File: config.mk
export PLATFORM = sky130hd
export DESIGN_NAME = fcap_channel
export DESIGN_NICKNAME = d
export VERILOG_FILES = /design/src/rtl/fcap_pkg.sv /design/src/rtl/fcap_cond.sv /design/src/rtl/fcap_prescale.sv /design/src/rtl/fcap_gate.sv /design/src/rtl/fcap_channel.sv
export SDC_FILE = /design/constraint.sdc
export NUM_CORES = 1
export LEC_CHECK = 0
export CORE_UTILIZATION = 40
export CTS_CLUSTER_DIAMETER = 80
export DETAILED_ROUTE_END_ITERATION = 7
export HOLD_SLACK_MARGIN = 0.03
export PLACE_DENSITY = 0.66
export SKIP_CTS_REPAIR_TIMING = 1
export SKIP_LAST_GASP = 1
export SYNTH_ARGS = -nofsm -noshare
export SYNTH_HDL_FRONTEND = slang
export SYNTH_HIERARCHICAL = 1
export SYNTH_SLANG_ARGS = --single-unit
File: constraint.sdc
create_clock -name clk -period 3.3 [get_ports clk]
set_clock_uncertainty 0.2 [all_clocks]
set_input_delay 0.66 -clock clk [delete_from_list [all_inputs] [get_ports clk]]
set_output_delay 0.66 -clock clk [all_outputs]
set_load 0.01 [all_outputs]
File: src/rtl/fcap_pkg.sv
// Shared encodings for the filtered input capture channel.
// Assumes the two-bit field codes listed in the brief.
package fcap_pkg;
    typedef enum logic [1:0] {
        EDGE_NONE = 2'b00,
        EDGE_RISE = 2'b01,
        EDGE_FALL = 2'b10,
        EDGE_BOTH = 2'b11
    } edge_sel_e;

    typedef enum logic [1:0] {
        FLT_OFF  = 2'b00,
        FLT_RSV  = 2'b01,
        FLT_TICK = 2'b10,
        FLT_CLK  = 2'b11
    } filt_sel_e;
endpackage

File: src/rtl/fcap_cond.sv
// Trigger conditioning: synchroniser, optional majority-free agreement
// filter, and edge detection. Assumes SYNC_STAGES >= 2, FILT_DEPTH >= 3.
// Output edge_hit is combinational, valid the cycle after the level moves.
module fcap_cond
    import fcap_pkg::*;
#(
    parameter int SYNC_STAGES = 2,
    parameter int FILT_DEPTH  = 3
) (
    input  logic      clk,
    input  logic      rst_n,
    input  logic      trig_in,
    input  logic      tmr_tick,
    input  filt_sel_e filt_sel,
    input  edge_sel_e edge_sel,
    output logic      edge_hit
);
    localparam int HW = FILT_DEPTH - 1;

    logic [SYNC_STAGES-1:0] sync_q;
    logic                   sync_out;
    logic [HW-1:0]          hist_q;
    logic [HW:0]            window;
    logic                   filt_q;
    logic                   filter_on;
    logic                   sample_en;
    logic                   level;
    logic                   prev_q;
    logic                   rise;
    logic                   fall;

    // Move the asynchronous pin into the clock domain.
    always_ff @(posedge clk) begin
        if (!rst_n) sync_q <= '0;
        else        sync_q <= {sync_q[SYNC_STAGES-2:0], trig_in};
    end
    assign sync_out = sync_q[SYNC_STAGES-1];

    // Filter mode decode and sample qualifier.
    always_comb begin
        filter_on = (filt_sel == FLT_TICK) || (filt_sel == FLT_CLK);
        sample_en = (filt_sel == FLT_CLK) || ((filt_sel == FLT_TICK) && tmr_tick);
    end

    assign window = {hist_q, sync_out};

    // Keep sample history and accept a level once the window agrees.
    always_ff @(posedge clk) begin
        if (!rst_n) begin
            hist_q <= '0;
            filt_q <= 1'b0;
        end else if (sample_en) begin
            hist_q <= window[HW-1:0];
            if (&window)       filt_q <= 1'b1;
            else if (~|window) filt_q <= 1'b0;
        end
    end

    assign level = filter_on ? filt_q : sync_out;

    // Remember the previous conditioned level for edge detection.
    always_ff @(posedge clk) begin
        if (!rst_n) prev_q <= 1'b0;
        else        prev_q <= level;
    end

    // Select the requested polarity.
    always_comb begin
        rise = level & ~prev_q;
        fall = ~level & prev_q;
        unique case (edge_sel)
            EDGE_RISE: edge_hit = rise;
            EDGE_FALL: edge_hit = fall;
            EDGE_BOTH: edge_hit = rise | fall;
            default:   edge_hit = 1'b0;
        endcase
    end

    // a tick-sampled filter holds its level while the tick is low

    tick_hold_chk: assert property (@(posedge clk) disable iff (!rst_n)
        (filt_sel == FLT_TICK && !tmr_tick) |=> $stable(filt_q));
endmodule

File: src/rtl/fcap_prescale.sv
// Edge prescaler: passes every (n+1)th qualified edge; while disabled the
// count is parked at 1 so the first period after enabling is n edges.
module fcap_prescale #(
    parameter int PW = 8
) (
    input  logic          clk,
    input  logic          rst_n,
    input  logic          en,
    input  logic [PW-1:0] div,
    input  logic          edge_in,
    output logic          fire
);
    logic [PW-1:0] cnt_q;

    // Decide whether this qualified edge produces a capture.
    always_comb begin
        fire = edge_in && (!en || (cnt_q >= div));
    end

    // Count qualified edges, restart after each capture.
    always_ff @(posedge clk) begin
        if (!rst_n)       cnt_q <= PW'(1);
        else if (!en)     cnt_q <= PW'(1);
        else if (edge_in) cnt_q <= fire ? '0 : cnt_q + PW'(1);
    end

    // a capture while enabled always restarts the count

    pre_restart_chk: assert property (@(posedge clk) disable iff (!rst_n)
        (en && fire) |=> (cnt_q == '0 || !en));
endmodule

File: src/rtl/fcap_gate.sv
// Capture gate: closes on each capture while enabled, reopens on a
// software release or a timer/compare match. A capture wins a tie.
module fcap_gate #(
    parameter int TW = 16
) (
    input  logic          clk,
    input  logic          rst_n,
    input  logic          gate_en,
    input  logic          match_sel,
    input  logic          sw_clr,
    input  logic [TW-1:0] tmr_value,
    input  logic [TW-1:0] cmp_value,
    input  logic          capture,
    output logic          open
);
    logic closed_q;
    logic release_req;

    // Collect the release sources.
    always_comb begin
        release_req = sw_clr || (match_sel && (tmr_value == cmp_value));
    end

    // Gate state update.
    always_ff @(posedge clk) begin
        if (!rst_n)            closed_q <= 1'b0;
        else if (!gate_en)     closed_q <= 1'b0;
        else if (capture)      closed_q <= 1'b1;
        else if (release_req)  closed_q <= 1'b0;
    end

    assign open = ~closed_q;

    // a capture with the gate enabled closes it, even on a match

    gate_close_chk: assert property (@(posedge clk) disable iff (!rst_n)
        (gate_en && capture) |=> !open);

    // a disabled gate is open in the following cycle

    gate_off_chk: assert property (@(posedge clk) disable iff (!rst_n)
        !gate_en |=> open);
endmodule

File: src/rtl/fcap_channel.sv
// Filtered input capture channel top. Holds the settings, joins the
// conditioner, gate and prescaler, and owns the capture register.
// Assumes tmr_value is synchronous to clk.
module fcap_channel
    import fcap_pkg::*;
#(
    parameter int TW          = 16,
    parameter int PW          = 8,
    parameter int SYNC_STAGES = 2,
    parameter int FILT_DEPTH  = 3
) (
    input  logic          clk,
    input  logic          rst_n,
    input  logic          cfg_we,
    input  logic [1:0]    cfg_edge,
    input  logic [1:0]    cfg_filt,
    input  logic          cfg_pre_en,
    input  logic          cfg_gate_en,
    input  logic          cfg_match_sel,
    input  logic          cfg_gate_clr,
    input  logic [PW-1:0] cfg_div,
    input  logic          tmr_tick,
    input  logic [TW-1:0] tmr_value,
    input  logic [TW-1:0] cmp_value,
    input  logic          trig_in,
    output logic [TW-1:0] cap_value,
    output logic          cap_strobe
);
    edge_sel_e     edge_q;
    filt_sel_e     filt_q;
    logic          pre_en_q;
    logic          gate_en_q;
    logic          match_q;
    logic [PW-1:0] div_q;
    logic          edge_hit;
    logic          gate_open;
    logic          qual_edge;
    logic          capture;
    logic          sw_clr;

    // Settings register, loaded as one word.
    always_ff @(posedge clk) begin
        if (!rst_n) begin
            edge_q    <= EDGE_NONE;
            filt_q    <= FLT_OFF;
            pre_en_q  <= 1'b0;
            gate_en_q <= 1'b0;
            match_q   <= 1'b0;
            div_q     <= '0;
        end else if (cfg_we) begin
            edge_q    <= edge_sel_e'(cfg_edge);
            filt_q    <= filt_sel_e'(cfg_filt);
            pre_en_q  <= cfg_pre_en;
            gate_en_q <= cfg_gate_en;
            match_q   <= cfg_match_sel;
            div_q     <= cfg_div;
        end
    end

    assign sw_clr = cfg_we && cfg_gate_clr;

    fcap_cond #(
        .SYNC_STAGES (SYNC_STAGES),
        .FILT_DEPTH  (FILT_DEPTH)
    ) i_cond (
        .clk      (clk),
        .rst_n    (rst_n),
        .trig_in  (trig_in),
        .tmr_tick (tmr_tick),
        .filt_sel (filt_q),
        .edge_sel (edge_q),
        .edge_hit (edge_hit)
    );

    assign qual_edge = edge_hit && gate_open;

    fcap_prescale #(
        .PW (PW)
    ) i_pre (
        .clk     (clk),
        .rst_n   (rst_n),
        .en      (pre_en_q),
        .div     (div_q),
        .edge_in (qual_edge),
        .fire    (capture)
    );

    fcap_gate #(
        .TW (TW)
    ) i_gate (
        .clk       (clk),
        .rst_n     (rst_n),
        .gate_en   (gate_en_q),
        .match_sel (match_q),
        .sw_clr    (sw_clr),
        .tmr_value (tmr_value),
        .cmp_value (cmp_value),
        .capture   (capture),
        .open      (gate_open)
    );

    // Capture register and its event strobe.
    always_ff @(posedge clk) begin
        if (!rst_n) begin
            cap_value  <= '0;
            cap_strobe <= 1'b0;
        end else begin
            cap_strobe <= capture;
            if (capture) cap_value <= tmr_value;
        end
    end

    // the captured value only moves together with the strobe

    cap_hold_chk: assert property (@(posedge clk) disable iff (!rst_n)
        !$stable(cap_value) |-> cap_strobe);

    // with no capture selected, no strobe follows

    no_meas_chk: assert property (@(posedge clk) disable iff (!rst_n)
        (edge_q == EDGE_NONE) |=> !cap_strobe);
endmodule

==> results.tsv <==
metric	value	unit
ys_ff_latch	47	
synth-edff-count	0	
startpoint_type	flop	
gr-total-overflow	0	
hp-class	flop to flop	
nets	359	
rsz0062_at_grt	false	
clockBufferDepth	2	
place.gp.congestion	0.780	
ys_types	39	
fin_tns_setup	0	ns
synthFlopType	dfxtp_1	
holdPathStages	1	
grt_busiest_layer	met2	
status	complete, no violations	
yosysSeqAreaShare	0.406	
io_buffer_count	69	
leakage	0.00109	uW
grt_first_pass_wirelength	7750	um
area_delta_synth_final	34.3	%
critPathKind	flop to flop	
reg2reg_from	filt_q[1]	
power	1080	uW
synth_warnings	6	
grt_max_degree	41	
cts_sinks	47	
cts-root-buf	clkbuf_8	
initial_core_util	0.418	
rows	27	
synthTopCellsByCount	dfxtp_1, nor2b_1, mux2i_1, xnor2_1, inv_1	
synth.cell_area	2320	sq um
clk_pin_slew	0.08	ns
die_x	78.1	um
num_vias	1762	
worst-r2r-cell-count	10	
p_int	828	uW
synth_area_per_cell	10.2	sq um
holdPathEnd	i_cond/sync_q[1]	
p_clk_frac	0.300	
max_freq	0.377	GHz
maxSlewHeadroom	0.677	
core_area	5540	sq um
power_frac_seq	0.549	
dieHeight	78.1	um
use_met3	0.0640	
cap_violations	0	
slew_viol_final	0	
drc	0	
use_met1	0.201	
first_pass_iters	4	
yosys.area.top_type	dfxtp_1	
p_sw_frac	0.232	
required	3.33	ns
tightestPinTransition	0.483	ns
yosysMostFrequentCell	dfxtp_1	
period_needed	2.65	ns
ant_nets	0	
synth_top_area_frac	0.406	
grt_util_all_layers	0.161	
drt_iter0_markers	88	
p_comb_frac	0.151	
synth_area_leaders	dfxtp_1, mux2i_1, nor2b_1	
dieArea	6100	sq um
drt-total-wl	4540	um
post-route-period-util	0.803	
hp-start	i_cond/sync_q[0]	
ir_drop	0.164	mV
via_per_inst	4.80	
cts-htree-levels	2	
dp_hpwl	3390	um
synth_fp_nets	289	
grt_pass1_vias	1756	
pin_count	70	
layout-drive-gt1-share	0.0508	
path_max_fanout	24	
async_flop_share	0	
end_kind	flop	
clk_latency	0.29	ns
worstReg2RegEnd	i_gate/closed_q	
power_switching	250	uW
powerDensity	347	nW/um^2
antenna_found_initial	0	
crit_arrival	2.68	ns
reg2reg_slack	0.65	ns
diodes	0	
syn_inst	226	
routedWlPerCell	12.4	um
tritoncts	done	
setup_viol	0	
grt.met2_usage	0.259	
cts_made_buffers	5	
report.final.hold_viol_count	0	
[state kept, by name, summed over array words and instances, names as in the netlist]
register,flops
i_cond/filt_q,1
filt_q,2
cap_strobe,1
pre_en_q,1
i_cond/hist_q,2
match_q,1
edge_q,2
i_cond/sync_q,2
i_cond/prev_q,1
cap_value,16
i_pre/cnt_q,8
div_q,8
gate_en_q,1
i_gate/closed_q,1
[logic make-up after synthesis]
logic type               synth area share
adder cells (fa/ha/maj)            0.0540
AND/OR/NAND/NOR                     0.194
AO/OA/AOI/OAI                      0.0621
buffers and inverters              0.0551
flip-flops                          0.406
multiplexers                        0.149
XOR/XNOR                           0.0794
[power by group through the flow]
stage          sequential [uW]  combinational, uW  clock, uW
2_1_floorplan              604               79.9          0
3_3_place_gp               605                164          0
3_5_place_dp               605                165          0
4_1_cts                    592                166        336
5_1_grt                    594                178        369
6_report                   591                163        324
[layer usage]
metal,vias to the layer above,wire [um]
met3,2,403
met1,792,2150
met4,0,14
met5,-,0
met2,63,1980
li1,905,-
[final cells by class]
type	count	area (sq um)
clock buffers	5	68.8
clock inverters	1	7.51
fillers	510	2430
inverters	13	48.8
multi-input cells	158	1250
flip-flops and latches	47	941
well taps	72	90.1
repair buffers	71	706
[worst max path at each step]
stage / startpoint / to / cells past startpoint
3_3_place_gp: filt_q[1] / i_gate/closed_q / 10
4_1_cts: filt_q[1] / i_gate/closed_q / 10
2_1_floorplan: filt_q[1] / cap_value[10] / 12
5_1_grt: filt_q[1] / i_gate/closed_q / 10
3_5_place_dp: filt_q[1] / i_gate/closed_q / 10
6_report: filt_q[1] / i_gate/closed_q / 10
[layout by cell type, fill, tap and decap left out, drive strengths merged, types with 5 or more instances in the layout]
master,netlist,routed
clkdlybuf4s50,0,69
dfxtp,47,47
nor2b,35,35
mux2i,33,33
xnor2,17,17
inv,13,13
ha,10,10
nor3,7,7
nand4,7,7
nand2,6,6
and2,6,6
clkbuf,3,5
[stage by stage]
| step | worst slack (ns) | std cells | util | area (sq um) | hold WS [ns] |
|---|---|---|---|---|---|
| detailed placement | 0.649 | 361 | 0.547 | 3030 | 0.216 |
| CTS | 0.635 | 367 | 0.561 | 3110 | 0.236 |
| global placement | 0.739 | 361 | 0.547 | 3030 | 0.219 |
| floorplan | 0.845 | 226 | - | 2320 | 0.206 |
| finish | 0.651 | 367 | 0.561 | 3110 | 0.232 |
| global route | 0.494 | 367 | 0.561 | 3110 | 0.252 |
[critical path, cell delays in order (launching register included)]
cell and delay, ns:
dfxtp_1 0.39, mux2_4 0.33, ha_1 0.27, nor2b_1 0.10, o21ai_1 0.08, o31ai_2 0.06
and2_1 0.31, o21a_4 0.44, o21bai_1 0.18, nand3_1 0.09, a21oi_1 0.12
Power figures use the tool's default switching activity.
